<file path="src/rtl/scl_phase_pkg.sv">
package scl_phase_pkg;
  localparam int SEL_W = 3;
  localparam int PRE_W = 12;  // wide enough for a count of 4095

  typedef logic [SEL_W-1:0] presc_sel_t;

  // Last count value (factor - 1) of the coarse prescaler for each select code.
  function automatic logic [PRE_W-1:0] presc_last(input presc_sel_t sel);
    case (sel)
      3'd0:    presc_last = 12'd1;
      3'd1:    presc_last = 12'd3;
      3'd2:    presc_last = 12'd7;
      3'd3:    presc_last = 12'd63;
      3'd4:    presc_last = 12'd127;
      3'd5:    presc_last = 12'd1023;
      3'd6:    presc_last = 12'd2047;
      default: presc_last = 12'd4095;
    endcase
  endfunction
endpackage

</file>
<file path="src/rtl/scl_quarter_timebase.sv">
module scl_quarter_timebase
  import scl_phase_pkg::*;
#(
  parameter int DIV_W = 4
) (
  input  logic             clk,
  input  logic             rst,
  input  logic             enable,
  input  logic             freeze,
  input  presc_sel_t       sel,
  input  logic [DIV_W-1:0] div,
  output logic             qtick
);
  presc_sel_t       sel_q;
  logic [DIV_W-1:0] div_q;
  logic [PRE_W-1:0] pre_cnt;
  logic [DIV_W-1:0] div_cnt;
  logic             pre_wrap;
  logic             div_wrap;

  assign pre_wrap = (pre_cnt == presc_last(sel_q));
  assign div_wrap = (div_cnt == div_q);
  assign qtick    = enable && !freeze && pre_wrap && div_wrap;

  always_ff @(posedge clk) begin
    if (rst || !enable) begin
      pre_cnt <= '0;
      div_cnt <= '0;
      sel_q   <= sel;
      div_q   <= div;
    end else if (!freeze) begin
      if (pre_wrap) begin
        pre_cnt <= '0;
        if (div_wrap) begin
          div_cnt <= '0;
          sel_q   <= sel;   // new settings only at a quarter boundary
          div_q   <= div;
        end else begin
          div_cnt <= div_cnt + DIV_W'(1);
        end
      end else begin
        pre_cnt <= pre_cnt + PRE_W'(1);
      end
    end
  end
endmodule

</file>
<file path="src/rtl/scl_phase_seq.sv">
module scl_phase_seq (
  input  logic       clk,
  input  logic       rst,
  input  logic       enable,
  input  logic       run,
  input  logic       qtick,
  output logic       tick,
  output logic [1:0] phase,
  output logic       scl_rel
);
  logic [1:0] phase_nxt;

  assign phase_nxt = phase + 2'd1;

  always_ff @(posedge clk) begin
    if (rst || !enable) begin
      tick    <= 1'b0;
      phase   <= 2'd0;
      scl_rel <= 1'b1;
    end else begin
      tick <= qtick;
      if (!run) begin
        phase   <= 2'd0;
        scl_rel <= 1'b1;
      end else if (qtick) begin
        phase   <= phase_nxt;
        scl_rel <= phase_nxt[1];
      end else begin
        scl_rel <= phase[1];
      end
    end
  end
endmodule

</file>
<file path="src/rtl/scl_phase_gen.sv">
module scl_phase_gen
  import scl_phase_pkg::*;
#(
  parameter int DIV_W = 4
) (
  input  logic             clk,
  input  logic             rst,
  input  logic             enable,
  input  logic [2:0]       presc_sel,
  input  logic [DIV_W-1:0] fine_div,
  input  logic             stretch_en,
  input  logic             scl_sense,
  input  logic             run,
  output logic             tick,
  output logic [1:0]       phase,
  output logic             scl_release
);
  logic qtick;
  logic stall;

  // A target stretches only after the generator has let the line go.
  assign stall = stretch_en && run && scl_release && !scl_sense;

  scl_quarter_timebase #(.DIV_W(DIV_W)) u_timebase (
    .clk    (clk),
    .rst    (rst),
    .enable (enable),
    .freeze (stall),
    .sel    (presc_sel),
    .div    (fine_div),
    .qtick  (qtick)
  );

  scl_phase_seq u_seq (
    .clk     (clk),
    .rst     (rst),
    .enable  (enable),
    .run     (run),
    .qtick   (qtick),
    .tick    (tick),
    .phase   (phase),
    .scl_rel (scl_release)
  );
endmodule

</file>
<file path="config.mk">
export PLATFORM = sky130hd
export DESIGN_NAME = scl_phase_gen
export DESIGN_NICKNAME = d
export VERILOG_FILES = /design/src/rtl/scl_phase_pkg.sv /design/src/rtl/scl_quarter_timebase.sv /design/src/rtl/scl_phase_seq.sv /design/src/rtl/scl_phase_gen.sv
export SDC_FILE = /design/constraint.sdc
export NUM_CORES = 1
export LEC_CHECK = 0
export BUFFER_PORTS_ARGS = -buffer_cell sky130_fd_sc_hd__buf_4
export CAP_MARGIN = 10
export CORE_ASPECT_RATIO = 1.25
export CORE_UTILIZATION = 45
export CTS_CLUSTER_DIAMETER = 120
export DETAILED_ROUTE_END_ITERATION = 10
export GPL_TIMING_DRIVEN = 0
export PLACE_DENSITY = 0.65
export SLEW_MARGIN = 30
export SYNTH_ARGS = -nofsm -noshare
export SYNTH_HDL_FRONTEND = slang
export SYNTH_SLANG_ARGS = --single-unit
</file>
<file path="constraint.sdc">
create_clock -name clk -period 3.2 [get_ports clk]
set_clock_uncertainty 0.05 [all_clocks]
set_input_delay 0.64 -clock clk [delete_from_list [all_inputs] [get_ports clk]]
set_output_delay 0.64 -clock clk [all_outputs]
set_load 0.005 [all_outputs]
</file>
# Word-level counts from Yosys, hierarchy flattened
# Cells that the tools add are included.
[word_totals]
register_bits = 27
output_inout_bits = 4
[classes]
addsub = 3
eq_ne = 9
muxes = 12
bitwise = 2
n_reduce_logical = 16
[ops]
columns = ["operator", "count"]
rows = [
  ["$pmux 12 s7", 1],
  ["$mux 4", 5],
  ["$add 12x1->12 const B", 1],
  ["$eq 12x12->1", 1],
  ["$mux 12", 1],
  ["$mux 3", 4],
  ["$eq 3x3->1 const B", 3],
  ["$eq 3x2->1 const B", 2],
  ["$logic_and 1x1->1", 6],
  ["$add 4x1->4 const B", 1],
  ["$eq 4x4->1", 1],
  ["$reduce_bool 2->1", 2],
  ["$eq 3x1->1 const B", 1],
  ["$logic_not 1->1", 3],
  ["$logic_not 3->1", 1],
  ["$reduce_and 3->1", 1],
  ["$add 2x1->2 const B", 1],
  ["$ne 2x1->1 const B", 1],
  ["$not 1->1", 2],
  ["$reduce_and 2->1", 1],
  ["$reduce_or 2->1", 1],
  ["$logic_or 1x1->1", 1],
  ["$mux 1", 1],
]

# Logic depth before layout (Yosys ltp)
[logic_depth]
depth_word = 8
depth_mapped = 9
depth_no_buf = 6

# Modules after synthesis
# Synthesis repeated with hierarchy kept, for this count alone.
[unflattened]
hier_cells = 139
area_unflattened_um2 = 1410.1
[modules_own_cells]
columns = ["mod", "instances", "cells_each", "area_each_um2"]
rows = [
  ["scl_quarter_timebase", 1, 126, 1244.9],
  ["scl_phase_seq", 1, 12, 155.1],
  ["scl_phase_gen", 1, 1, 10.0],
]

# Worst setup path before layout
# No wires, ideal clock.
[synth_timing]
path_kind = "register -> register"
from = "register u_timebase.sel_q[1]"
to = "register u_timebase.div_q[0] (enable)"
setup_time_ns = 0.368
t_arrival_ns = 1.841
required_time_ns = 2.782
setup_slack_ns = 0.941
path_stages_with_launch = 7
synth_period_minus_slack_ns = 2.259
path_cell_list = "edfxtp_1 a21oi_1 mux2i_1 a2111oi_1 nand4_1 buf_2 o21ai_1"
[synth_via]
elab_chain_len = 5
elab_cells_between_ends = 11
cone_classes = "eq/ne (7); mux (1); reduce/logical (3)"
[synth_lines]
columns = ["item", "line_no", "rtl"]
rows = [
  ["start, declared", "scl_quarter_timebase.sv:14", "presc_sel_t sel_q;"],
  ["start signal, assigned", "scl_quarter_timebase.sv:29", "sel_q <= sel;"],
  ["start signal, assigned", "scl_quarter_timebase.sv:36", "sel_q <= sel;"],
  ["$eq 3x3->1, or another cell as far along", "scl_phase_pkg.sv:9", "case (sel)"],
  ["$pmux 12 s7 (*)", "scl_phase_pkg.sv:9", ""],
  ["$eq 12x12->1 (*)", "scl_quarter_timebase.sv:21", "assign pre_wrap = (pre_cnt == presc_last(sel_q));"],
  ["$reduce_bool 2->1 (no line) (*)", "--", ""],
  ["$reduce_and 3->1 (no line) (*)", "--", ""],
  ["end signal, assigned", "scl_quarter_timebase.sv:30", "div_q <= div;"],
  ["end signal, assigned", "scl_quarter_timebase.sv:37", "div_q <= div;"],
  ["end, declared", "scl_quarter_timebase.sv:15", "logic [DIV_W-1:0] div_q;"],
]
# Every way passes the cells marked *; elsewhere a longest branch is shown, timed or not.
# A chain may end at the register's enable or synchronous reset.

# Worst setup path after layout
[layout_timing]
from = "register u_timebase.pre_cnt[5]"
to = "register u_timebase.div_q[0] (enable)"
[layout_via]
elab_chain_len = 3
[layout_lines]
columns = ["item", "line_no", "rtl"]
rows = [
  ["start, declared", "scl_quarter_timebase.sv:16", "logic [PRE_W-1:0] pre_cnt;"],
  ["start signal, assigned", "scl_quarter_timebase.sv:42", "pre_cnt <= pre_cnt + PRE_W'(1);"],
  ["$eq 12x12->1", "scl_quarter_timebase.sv:21", ""],
  ["$reduce_bool 2->1 (no line)", "--", ""],
  ["$reduce_and 3->1 (no line)", "--", ""],
]
# Every way passes these cells.

==> results.md <==
* Area Growth Syn to Fin at 14.33%
* Net Sw Frac at 24.34%
* CTS tree: yes
* Clk slew on worst S/H paths at 0.15 ns
* Clock power frac at 26.1%
* Port Buf Inserts at 16
* Total gr overflow at 0
* Std-Cell Rows at 21
* Number of global-route vias before repair at 991
* CP max FO at 10
* Compound-gate portion of the synthesized area at 11.44%
* Share of layout cells above drive strength 1 at 17.68%
* Drt initial violations at 17
* # nets final at 180
* Critical path arrival at 2.52 ns
* Total power at 578.5 uW
* CTS Buf Count at 3
* HP Class: in -> reg
* Synth Area in Adders at 1.860%
* CTS Hold Bufs at 0
* Final worst slack at 0.6081 ns
* Mux share of post-synthesis cell area at 3.070%
* Global-route wire length before repair at 4.153 mm
* Die area at 3213 um2
* Worst-margin pin slew at 0.9036 ns
* Logic pwr share at 10.0%
* IR drop worst, VDD at 0.2228 mV
* Syn Inst Count at 144
* Io pins at 17
* Synthesized area at 1345 um2
* Max cap viols at 0
* Core outline area at 2759 um2
* Avg Inst Size Synth at 9.341 um2
* Internal at 437.6 uW
* Combinational family with the most area after synthesis: simple AND/OR/NAND/NOR gates
* Initial antenna violation count at 0
* Largest net degree at the start of global routing at 17
* WP data required at 3.13 ns
* Max Slew Vio Count at 0
* Setup repair bufs after CTS at 0
* Pre-CTS setup slack at 0.5633 ns
* Post_cts resized at 0
* GPL Wtd Cong at 0.7783
* Fill count at 257
* CP Launch Type: register
* Clk buf depth at 2
* Endpoints failing hold at 0
* NetSw at 140.8 uW
* Final setup viols at 0
* Final ANT Viol Nets at 0
* ANT cells at 0
* Die H at 63.13 um
* Via count at 1106
* Die W at 50.90 um
* Setup TNS at 0 ns
* Multi-input logic area at 685.7 um2
* Post-DP HPWL at 1.929 mm
* Post-Synth XOR/XNOR Area at 10.42%
* Drt drc at 0
* Max Clock Freq at 0.3858 GHz
* Post-DR vias/cell at 5.586
* Kind of critical path: reg -> reg
* Syn. warnings at 0
* Max-Slew Margin vs Limit at 39.20%
* Fin crit share at 81.00%
* Unrepaired setup endpoints after global routing: no
* Sequential element share of the synthesized area at 45.40%
* Initial Util at 48.75%
* Post-Route WL at 2.511 mm
* Initial DRT Pass Iterations at 4
* Post-Syn Nets at 159
* Seq pwr share at 63.9%
* Num Clock Sinks at 27
* PD cells at 376.2 nW/um2
* Crit end category: register
* Worst skew pair latency at 0.33 ns
* H-tree depth at 1
* Final min period at 2.592 ns
* Post-synthesis register bit count at 27
* Simple-gate share of the synthesized area at 24.19%
* Root Buffer: clkbuf_4
* Post-synthesis cell type count at 41
* Reg area at 610.6 um2
* Leakage at 0.5416 nW
* Run status: completed
* Routed WL per cell at 12.68 um
* GRT Resource Usage Total at 16.99%
## metal layers
layer / vias up / GRT usage, % / wire length, um
li1: 555 / - / -
met1: 528 / 19.41 / 1093
met2: 18 / 30.59 / 1319
met3: 5 / 2.174 / 51
met4: 0 / 7.292 / 46
met5: - / 0 / 0
## cell families after synthesis
family	after synthesis
buffers and inverters	10
flip-flops	27
AO/OA/AOI/OAI	23
AND/OR/NAND/NOR	62
multiplexers	4
adder cells (fa/ha/maj)	2
XOR/XNOR	16
## critical path, stage by stage (launching register included)
cell and delay, ns:
dfxtp_1 0.34, clkbuf_1 0.27, o211ai_1 0.19, a2111oi_1 0.51, nand4_1 0.16, buf_2 0.21, o21ai_1 0.52
## cells in the mapped netlist, drive strengths merged
cell | instances | area share, %
a22oi | 1 | 0.56
nor2 | 20 | 5.6
o21ai | 4 | 1.5
a31oi | 1 | 0.47
o31ai | 1 | 0.56
nor3 | 8 | 4.2
nand4b | 1 | 0.65
a2111oi | 2 | 1.4
clkbuf | 2 | 0.65
buf | 3 | 1.6
xor2 | 5 | 3.3
and4 | 1 | 0.65
inv | 5 | 1.4
a211o | 1 | 0.65
o211ai | 4 | 2.2
edfxtp | 7 | 16
xnor2 | 11 | 7.2
nor2b | 2 | 0.93
a21oi | 5 | 1.9
nor4 | 1 | 0.47
mux2 | 1 | 0.84
nand3 | 7 | 2.6
dfxtp | 20 | 30
or2 | 1 | 0.47
o22ai | 1 | 0.47
a31o | 1 | 0.65
ha | 2 | 1.9
mux2i | 3 | 2.2
or4 | 1 | 0.84
nand2b | 4 | 1.9
and3 | 1 | 0.47
nand4 | 5 | 2.3
o21a | 1 | 0.56
nand2 | 8 | 2.2
or3 | 2 | 0.93
a21boi | 1 | 0.56
## area by class of cell
cell class / count / share of cell area, %
tap: 34 / 2.766
inverter: 5 / 1.221
sequential: 27 / 39.71
clock buffer: 3 / 1.465
clock inverter: 1 / 0.4882
timing repair buffer: 16 / 7.811
buffer: 5 / 1.953
multi-input combinational: 107 / 44.59
## path summary, 6_finish.rpt
kind                                       startpoint                    end  slack [ns]  cells after the start
worst max register to register  u_timebase.pre_cnt[5]    u_timebase.div_q[0]        0.61                      6
worst min register to register  u_timebase.div_cnt[3]  u_timebase.div_cnt[3]        0.46                      1
worst max-delay path            u_timebase.pre_cnt[5]    u_timebase.div_q[0]        0.61                      6
worst min-delay path                      fine_div[3]    u_timebase.div_q[3]        0.43                      1
## cell usage in the layout, fill, tap and decap left out, types with 2 or more instances in the layout
cell / Yosys / final
dfxtp_1: 20 / 20
inv_1: 5 / 5
buf_4: 0 / 16
nor2_1: 20 / 20
mux2i_1: 3 / 3
o211ai_1: 4 / 4
a21oi_1: 5 / 5
nand3_1: 7 / 7
or3_1: 2 / 2
xor2_1: 5 / 5
nand2_1: 8 / 8
xnor2_1: 11 / 11
nor3_1: 6 / 6
o21ai_1: 4 / 4
ha_1: 2 / 2
nand2b_1: 4 / 4
clkbuf_4: 0 / 3
edfxtp_1: 7 / 7
buf_2: 2 / 2
nand4_1: 5 / 5
nor2b_1: 2 / 2
## power by group through the flow
stage	Clock, mW	Sequential (mW)	Combinational [mW]
after floorplan	0	0.376	0.0380
after global placement	0	0.377	0.0559
after detailed placement	0	0.377	0.0575
after CTS	0.157	0.370	0.0579
after global routing	0.172	0.371	0.0634
final	0.151	0.370	0.0578
## stage by stage
stage          cell area (um2)  util, %  hold slack (ns)  std cells
5_1_grt                   1538    55.74           0.3953        198
3_5_place_dp              1508    54.65           0.4384        194
4_1_cts                   1538    55.74           0.4168        198
6_report                  1538    55.74           0.4282        198
2_1_floorplan             1345        -           0.4103        144
3_3_place_gp              1508    54.65           0.4401        194
## flip-flops by register name, indices dropped and copies added, names as in the netlist
signal,flops
u_seq.phase,2
u_seq.scl_rel,1
u_seq.tick,1
u_timebase.div_cnt,4
u_timebase.div_q,4
u_timebase.pre_cnt,12
u_timebase.sel_q,3
No activity file was read; power rests on OpenSTA's default activity.
